$ cat config.mk
export PLATFORM = sky130hd
export DESIGN_NAME = e1_mf_aligner
export DESIGN_NICKNAME = d
export VERILOG_FILES = /design/src/rtl/e1_mfa_pkg.sv /design/src/rtl/crc4_err_monitor.sv /design/src/rtl/crc4_mf_align.sv /design/src/rtl/cas_mf_align.sv /design/src/rtl/e1_mf_aligner.sv
export SDC_FILE = /design/constraint.sdc
export NUM_CORES = 1
export LEC_CHECK = 0
export BUFFER_PORTS_ARGS = -buffer_cell sky130_fd_sc_hd__buf_2
export CAP_MARGIN = 25
export CELL_PAD_IN_SITES_DETAIL_PLACEMENT = 1
export CELL_PAD_IN_SITES_GLOBAL_PLACEMENT = 2
export CORE_ASPECT_RATIO = 0.5
export CORE_MARGIN = 10
export CORE_UTILIZATION = 33
export DETAILED_ROUTE_END_ITERATION = 8
export PLACE_DENSITY = 0.86
export SYNTH_ARGS = -nofsm -noshare
export SYNTH_HDL_FRONTEND = slang
export SYNTH_SLANG_ARGS = --single-unit
$ cat constraint.sdc
create_clock -name clk -period 1.55 [get_ports clk]
set_clock_uncertainty 0.2 [all_clocks]
set_input_delay 0.0775 -clock clk [delete_from_list [all_inputs] [get_ports clk]]
set_output_delay 0.0775 -clock clk [all_outputs]
set_load 0.05 [all_outputs]
$ cat src/rtl/e1_mfa_pkg.sv
package e1_mfa_pkg;
  localparam int unsigned MF_FRAMES    = 16;
  localparam int unsigned MF_CNT_W     = $clog2(MF_FRAMES);
  localparam logic [5:0]  CRC_MFAS     = 6'b001011;
  localparam int unsigned CRC_WORD_END = 11;

  typedef enum logic [1:0] {
    CRC_HUNT = 2'd0,
    CRC_WAIT = 2'd1,
    CRC_LOCK = 2'd2
  } crc_state_e;
endpackage

$ cat src/rtl/crc4_err_monitor.sv
module crc4_err_monitor #(
  parameter int unsigned BLOCK_LEN = 1000,
  parameter int unsigned ERR_LIMIT = 915
) (
  input  logic clk,
  input  logic rst_n,
  input  logic active,
  input  logic smf_done,
  input  logic smf_err,
  output logic resync
);
  localparam int unsigned BLK_W = $clog2(BLOCK_LEN + 1);
  localparam logic [BLK_W-1:0] BLK_LAST = BLK_W'(BLOCK_LEN - 1);
  localparam logic [BLK_W-1:0] ERR_TRIP = BLK_W'(ERR_LIMIT);

  logic [BLK_W-1:0] blk_cnt, blk_cnt_n;
  logic [BLK_W-1:0] err_cnt, err_cnt_n;
  logic [BLK_W-1:0] err_tot;
  logic             blk_end;

  always_comb begin
    err_tot   = err_cnt + BLK_W'(smf_err);
    blk_end   = (blk_cnt == BLK_LAST);
    blk_cnt_n = blk_cnt;
    err_cnt_n = err_cnt;
    resync    = 1'b0;
    if (!active) begin
      blk_cnt_n = '0;
      err_cnt_n = '0;
    end else if (smf_done) begin
      if (blk_end) begin
        resync    = (err_tot >= ERR_TRIP);
        blk_cnt_n = '0;
        err_cnt_n = '0;
      end else begin
        blk_cnt_n = blk_cnt + 1'b1;
        err_cnt_n = err_tot;
      end
    end
  end

  always_ff @(posedge clk or negedge rst_n) begin
    if (!rst_n) begin
      blk_cnt <= '0;
      err_cnt <= '0;
    end else begin
      blk_cnt <= blk_cnt_n;
      err_cnt <= err_cnt_n;
    end
  end

  AST_ERR_WITHIN_BLOCK: assert property (@(posedge clk) disable iff (!rst_n)
    err_cnt <= blk_cnt);
  AST_IDLE_WHEN_INACTIVE: assert property (@(posedge clk) disable iff (!rst_n)
    !active |=> (blk_cnt == '0) && (err_cnt == '0));
endmodule

$ cat src/rtl/crc4_mf_align.sv
module crc4_mf_align
  import e1_mfa_pkg::*;
#(
  parameter int unsigned WINDOW_FRAMES = 64
) (
  input  logic                clk,
  input  logic                rst_n,
  input  logic                lock,
  input  logic                strobe,
  input  logic                fas_frame,
  input  logic                mf_bit,
  input  logic                resync,
  output logic                sync,
  output logic [MF_CNT_W-1:0] frame_cnt
);
  localparam int unsigned WIN_W = $clog2(WINDOW_FRAMES);
  localparam logic [WIN_W-1:0]    WIN_LAST = WIN_W'(WINDOW_FRAMES - 1);
  localparam logic [MF_CNT_W-1:0] CNT_LAST = MF_CNT_W'(MF_FRAMES - 1);
  localparam logic [MF_CNT_W-1:0] CNT_WORD = MF_CNT_W'(CRC_WORD_END);

  crc_state_e          state, state_n;
  logic [5:0]          shreg, shreg_n;
  logic [MF_CNT_W-1:0] cnt_n, cnt_inc;
  logic [WIN_W-1:0]    win, win_n;
  logic                shift_en, word_hit;

  always_comb begin
    shift_en = strobe && !fas_frame;
    word_hit = shift_en && ({shreg[4:0], mf_bit} == CRC_MFAS);
    cnt_inc  = (frame_cnt == CNT_LAST) ? '0 : frame_cnt + 1'b1;
    state_n  = state;
    shreg_n  = shreg;
    cnt_n    = frame_cnt;
    win_n    = win;
    if (!lock) begin
      state_n = CRC_HUNT;
      shreg_n = '1;
      cnt_n   = '0;
      win_n   = '0;
    end else begin
      if (shift_en) shreg_n = {shreg[4:0], mf_bit};
      if (strobe)   cnt_n   = cnt_inc;
      unique case (state)
        CRC_HUNT: begin
          if (word_hit) begin
            state_n = CRC_WAIT;
            cnt_n   = CNT_WORD;
            win_n   = '0;
          end
        end
        CRC_WAIT: begin
          if (strobe) begin
            if (word_hit && cnt_inc == CNT_WORD) begin
              state_n = CRC_LOCK;
            end else if (word_hit) begin
              cnt_n = CNT_WORD;
              win_n = '0;
            end else if (win == WIN_LAST) begin
              state_n = CRC_HUNT;
            end else begin
              win_n = win + 1'b1;
            end
          end
        end
        CRC_LOCK: begin
          if (resync) state_n = CRC_HUNT;
        end
        default: state_n = CRC_HUNT;
      endcase
    end
  end

  always_ff @(posedge clk or negedge rst_n) begin
    if (!rst_n) begin
      state     <= CRC_HUNT;
      shreg     <= '1;
      frame_cnt <= '0;
      win       <= '0;
    end else begin
      state     <= state_n;
      shreg     <= shreg_n;
      frame_cnt <= cnt_n;
      win       <= win_n;
    end
  end

  assign sync = (state == CRC_LOCK);

  AST_SYNC_ON_WORD_END: assert property (@(posedge clk) disable iff (!rst_n)
    $rose(sync) |-> frame_cnt == CNT_WORD);
  AST_RESYNC_DROPS: assert property (@(posedge clk) disable iff (!rst_n)
    (sync && resync) |=> !sync);
  AST_CRC_ADVANCE: assert property (@(posedge clk) disable iff (!rst_n)
    (lock && strobe && sync) |=>
      frame_cnt == (($past(frame_cnt) == CNT_LAST) ? '0 : $past(frame_cnt) + 1'b1));
endmodule

$ cat src/rtl/cas_mf_align.sv
module cas_mf_align
  import e1_mfa_pkg::*;
#(
  parameter int unsigned MISS_LIMIT = 2
) (
  input  logic                clk,
  input  logic                rst_n,
  input  logic                lock,
  input  logic                strobe,
  input  logic [7:0]          ts16,
  output logic                sync,
  output logic [MF_CNT_W-1:0] frame_cnt
);
  localparam int unsigned MISS_W = $clog2(MISS_LIMIT + 1);
  localparam logic [MISS_W-1:0]   MISS_LAST = MISS_W'(MISS_LIMIT - 1);
  localparam logic [MF_CNT_W-1:0] CNT_LAST  = MF_CNT_W'(MF_FRAMES - 1);

  logic                sync_n, prev_nz, prev_nz_n;
  logic [MF_CNT_W-1:0] cnt_n, cnt_inc;
  logic [MISS_W-1:0]   miss, miss_n;
  logic                word_ok;

  always_comb begin
    word_ok   = (ts16[7:4] == 4'h0);
    cnt_inc   = (frame_cnt == CNT_LAST) ? '0 : frame_cnt + 1'b1;
    sync_n    = sync;
    prev_nz_n = prev_nz;
    cnt_n     = frame_cnt;
    miss_n    = miss;
    if (!lock) begin
      sync_n    = 1'b0;
      prev_nz_n = 1'b0;
      cnt_n     = '0;
      miss_n    = '0;
    end else if (strobe) begin
      prev_nz_n = |ts16;
      cnt_n     = cnt_inc;
      if (!sync) begin
        if (word_ok && prev_nz) begin
          sync_n = 1'b1;
          cnt_n  = '0;
          miss_n = '0;
        end
      end else if (cnt_inc == '0) begin
        if (word_ok) begin
          miss_n = '0;
        end else if (miss == MISS_LAST) begin
          sync_n = 1'b0;
          miss_n = '0;
        end else begin
          miss_n = miss + 1'b1;
        end
      end
    end
  end

  always_ff @(posedge clk or negedge rst_n) begin
    if (!rst_n) begin
      sync      <= 1'b0;
      prev_nz   <= 1'b0;
      frame_cnt <= '0;
      miss      <= '0;
    end else begin
      sync      <= sync_n;
      prev_nz   <= prev_nz_n;
      frame_cnt <= cnt_n;
      miss      <= miss_n;
    end
  end

  AST_CAS_SYNC_AT_ZERO: assert property (@(posedge clk) disable iff (!rst_n)
    $rose(sync) |-> frame_cnt == '0);
  AST_CAS_HOLD_IDLE: assert property (@(posedge clk) disable iff (!rst_n)
    (lock && !strobe) |=> $stable(frame_cnt));
  AST_CAS_MISS_BOUND: assert property (@(posedge clk) disable iff (!rst_n)
    miss < MISS_W'(MISS_LIMIT));
endmodule

$ cat src/rtl/e1_mf_aligner.sv
module e1_mf_aligner
  import e1_mfa_pkg::*;
#(
  parameter int unsigned WINDOW_FRAMES  = 64,
  parameter int unsigned BLOCK_LEN      = 1000,
  parameter int unsigned ERR_LIMIT      = 915,
  parameter int unsigned CAS_MISS_LIMIT = 2
) (
  input  logic                clk,
  input  logic                rst_n,
  input  logic                frm_lock,
  input  logic                frm_strobe,
  input  logic                frm_has_fas,
  input  logic                ts0_bit1,
  input  logic [7:0]          ts16_octet,
  input  logic                smf_done,
  input  logic                smf_crc_err,
  output logic                crc_mf_sync,
  output logic [MF_CNT_W-1:0] crc_mf_frame,
  output logic                cas_mf_sync,
  output logic [MF_CNT_W-1:0] cas_mf_frame
);
  logic [1:0] rst_pipe;
  logic       rst_n_int;
  logic       crc_resync;

  always_ff @(posedge clk or negedge rst_n) begin
    if (!rst_n) rst_pipe <= 2'b00;
    else        rst_pipe <= {rst_pipe[0], 1'b1};
  end
  assign rst_n_int = rst_pipe[1];

  crc4_mf_align #(.WINDOW_FRAMES(WINDOW_FRAMES)) u_crc_align (
    .clk       (clk),
    .rst_n     (rst_n_int),
    .lock      (frm_lock),
    .strobe    (frm_strobe),
    .fas_frame (frm_has_fas),
    .mf_bit    (ts0_bit1),
    .resync    (crc_resync),
    .sync      (crc_mf_sync),
    .frame_cnt (crc_mf_frame)
  );

  crc4_err_monitor #(.BLOCK_LEN(BLOCK_LEN), .ERR_LIMIT(ERR_LIMIT)) u_err_mon (
    .clk      (clk),
    .rst_n    (rst_n_int),
    .active   (crc_mf_sync),
    .smf_done (smf_done),
    .smf_err  (smf_crc_err),
    .resync   (crc_resync)
  );

  cas_mf_align #(.MISS_LIMIT(CAS_MISS_LIMIT)) u_cas_align (
    .clk       (clk),
    .rst_n     (rst_n_int),
    .lock      (frm_lock),
    .strobe    (frm_strobe),
    .ts16      (ts16_octet),
    .sync      (cas_mf_sync),
    .frame_cnt (cas_mf_frame)
  );

  AST_LOCK_LOSS_CLEARS: assert property (@(posedge clk) disable iff (!rst_n_int)
    !frm_lock |=> !crc_mf_sync && !cas_mf_sync && crc_mf_frame == '0 && cas_mf_frame == '0);
endmodule

==> summary.md <==
| Metric | Value |
|---|---|
| Routed vias | 3126 |
| Avg Cell Area, Syn | 9.07 sq um |
| Synth cell count leaders | dfrtp_1, nand2_1, o21ai_0 |
| Worst Path Max Fanout | 4 |
| Slew Limit Fails | 0 |
| Buffers & Inverters on Critical Path | 1 |
| Critical path class | register to register |
| Count of clock tree sinks | 47 |
| H-tree depth | 2 |
| Placement Setup Slack | -573 ps |
| Area Overhead vs Synth | 62.8% |
| Max frequency | 444 MHz |
| Die area | 0.0126 sq mm |
| Setup TNS | -13610 ps |
| Final setup viols | 33 |
| Largest net degree at the start of global routing | 24 |
| Inserted Diodes | 0 |
| Buffers on Ports | 25 |
| Routed met3 length | about 480 um |
| Placer Congestion | 0.877 |
| Pwr dens | 623 mW/mm^2 |
| Period minus WS final | 2250 ps |
| Final #Nets | 458 |
| CTS buffer count | 5 |
| Num rows | 23 |
| Final period util | 145% |
| Util after Layout | a little under three fifths |
| Peak VDD IR | 0.388 mV |
| Status | complete, but fails checks |
| HPWL Detailed | 6.82 mm |
| WL/cell | 23.5 um |
| Share of cells above drive strength 1 | between 50% and 60% |
| Setup ws final | -704 ps |
| Clk_lat worst skew | 300 ps |
| Failing checks | hold timing, setup timing |
| First-pass GRT wire length | 17.8 mm |
| Remaining DRCs | 0 |
| Slowest cell on the critical path | dfrtp_1 |
| Hold slack | -9.39 ps |
| CP arrival | ~2200 ps |
| CP startpoint | u_err_mon.err_cnt[1] |
| CP cell instances | buf_4 -> and4_1 -> nor3b_1 -> o21ai_0 -> a211oi_1 -> o31ai_2 |
| Drt first pass iters | 5 |
| Flops & latches, synth | between 40 and 50 |
| Core area | 0.00803 sq mm |
| Synth Instances | 302 |
| RSZ-0062 raised after global routing | yes |
| Die H | 84.4 um |
| Post-synth EDFFs | 0 |
| CTS max path bufs | 2 |
| Vias/cell | 5.71 |
| Top cells by area, synth | dfrtp_1, o21ai_0, nand2_1, dfstp_2, nand3_1 |
| Worst setup EP type | register |
| Hold Crit Class | input port to register |
| Synth top area share | around two fifths |
| Post-synth net total | 326 |
| Critical path's largest stage delay | 480 ps |
| Vias in the first global route | 3491 |
| Max Cap Viol | 0 |
| Total chip power | approximately 2.8 mW |
| Reg clk slew, reported paths | 70 ps |
| Root buffer cell | clkbuf_16 |
| FFs w/ async S/R, synth | 100% |
| Overall routing resource usage | 17.4% |
| Die Wd | 149 um |
| Ys flop type | dfrtp_1 |
| Top Layer Used | met4 |
| Leakage | 1.94 nW |
| Worst slew margin | 63.1% |
| Synthesized area | 0.00274 sq mm |
| Synth Warn # | 0 |
| # fillers | 902 |
| Hold Fails Final Rpt | 1 |
| Critical Path Start Type | register |
| TritonCTS clock tree | yes |
| Met1 Wirelength | 5.21 mm |
| Total global routing overflow | 0 |
| Critical Path RT | 1530 ps |
| Sequential fraction of the synthesis area | 43.2% |
| Synth unique cells | between 60 and 70 |
| Hold wc startpoint | smf_crc_err |
| Largest area contributor in the netlist | dfrtp_1 |
| Initial antenna violation count | 0 |
| IO Pins | 26 |
| Reg2Reg Launch Point | u_err_mon.err_cnt[1] |
| WL met2 | between 6 and 7 mm |
| Family with the most delay on the worst path | simple AND/OR/NAND/NOR gates |
| Initial core utilization | around a third |
| Post-route ant nets | 0 |
| Worst slew pin tran | 554 ps |
| DR iter-0 viols | 242 |
| Post-Route WL | 12.9 mm |
| Count leader, synth | dfrtp_1 |
per-layer routing:
layer | GRT usage, % | vias up
met2 | 34.3 | 92
met3 | 2.84 | 39
met5 | 0 | -
met4 | 6.47 | 0
met1 | 18.2 | 1620
li1 | - | 1375
path summary, 6_finish.rpt:
path / depth (start not counted) / slack [ps] / to
worst max-delay path: 6 / -700 / u_crc_align.state[1]
worst min-delay path: 3 / -9 / u_err_mon.err_cnt[0]
worst max register to register: 6 / -700 / u_crc_align.state[1]
worst min register to register: 0 / 70 / u_cas_align.prev_nz
max in group asynchronous: 3 / 500 / rst_pipe[1]
min in group asynchronous: 0 / 70 / u_cas_align.prev_nz
cell type report:
class	instances	area, sq um	share of cell area (%)
Inverter	11	46.3	1.04
Timing Repair Buffer	138	1080	24.1
Multi-Input combinational cell	231	1850	41.4
Sequential cell	47	1190	26.8
Clock buffer	6	139	3.11
Clock inverter	2	16.3	0.365
Tap cell	112	140	3.14
tightest hold or removal path: cells and delay by family:
kind                       cells  cell delay, ps
AOI/OAI and AO/OA              1             120
adders and majority gates      1             160
buffers and inverters          1             100
metrics by stage:
| step | instances | area, sq um | hold WS (ps) |
|---|---|---|---|
| 2_1_floorplan | 302 | 2860 | -418 |
| 3_3_place_gp | 515 | 3720 | -337 |
| 3_5_place_dp | 515 | 3720 | -333 |
| 4_1_cts | 545 | 4200 | 17.2 |
| 5_1_grt | 547 | 4460 | 23.2 |
| 6_report | 547 | 4460 | -9.39 |
layout by cell type (no fill, tap or decap), types with 5 or more instances in the layout:
master,Yosys,routed
a21oi_1,13,8
a21oi_2,0,5
buf_2,2,25
buf_4,0,86
buf_6,2,16
clkbuf_16,0,5
dfrtp_1,42,32
dfrtp_2,0,10
dfstp_2,5,5
dlygate4sd3_1,0,9
inv_1,10,8
nand2_1,39,37
nand3_1,25,24
nor2_1,19,8
nor2_2,0,7
o21ai_0,31,5
o21ai_1,0,18
o21ai_2,0,8
flip-flops by register name, indices dropped and copies added, names as in the netlist:
signal / count
u_crc_align.win: 6
u_err_mon.err_cnt: 10
u_crc_align.state: 2
u_crc_align.shreg: 5
u_cas_align.sync: 1
u_cas_align.frame_cnt: 4
u_cas_align.prev_nz: 1
u_err_mon.blk_cnt: 10
u_cas_align.miss: 2
rst_pipe: 2
u_crc_align.frame_cnt: 4
kinds of logic after synthesis:
| family | Yosys count | synth area share, % |
|---|---|---|
| adders and majority gates | 8 | 3.65 |
| DFF | 47 | 43.2 |
| muxes | 4 | 1.74 |
| buffers and inverters | 24 | 3.93 |
| xor gates and xnor gates | 4 | 1.28 |
| other | 1 | 0.137 |
| and+or+nand+nor | 129 | 25.1 |
| AOI/OAI and AO/OA | 85 | 21.0 |
what timing repair did:
item,4_1_cts,5_1_grt
cloned,1,0
gates resized for setup,39,58
setup endpoints to repair,33,36
pin swaps,22,30
buffers inserted,13,5
hold buffers,9,0
hold endpoints to repair,9,0
power by group:
part           leakage [nW]  internal [mW]  switching [mW]  total [mW]
sequential            0.615           1.25          0.0359        1.29
combinational          1.25          0.121           0.169       0.290
clock                0.0731          0.647           0.551        1.20
total                  1.94           2.02           0.756        2.78
No activity file was read; power rests on OpenSTA's default activity.
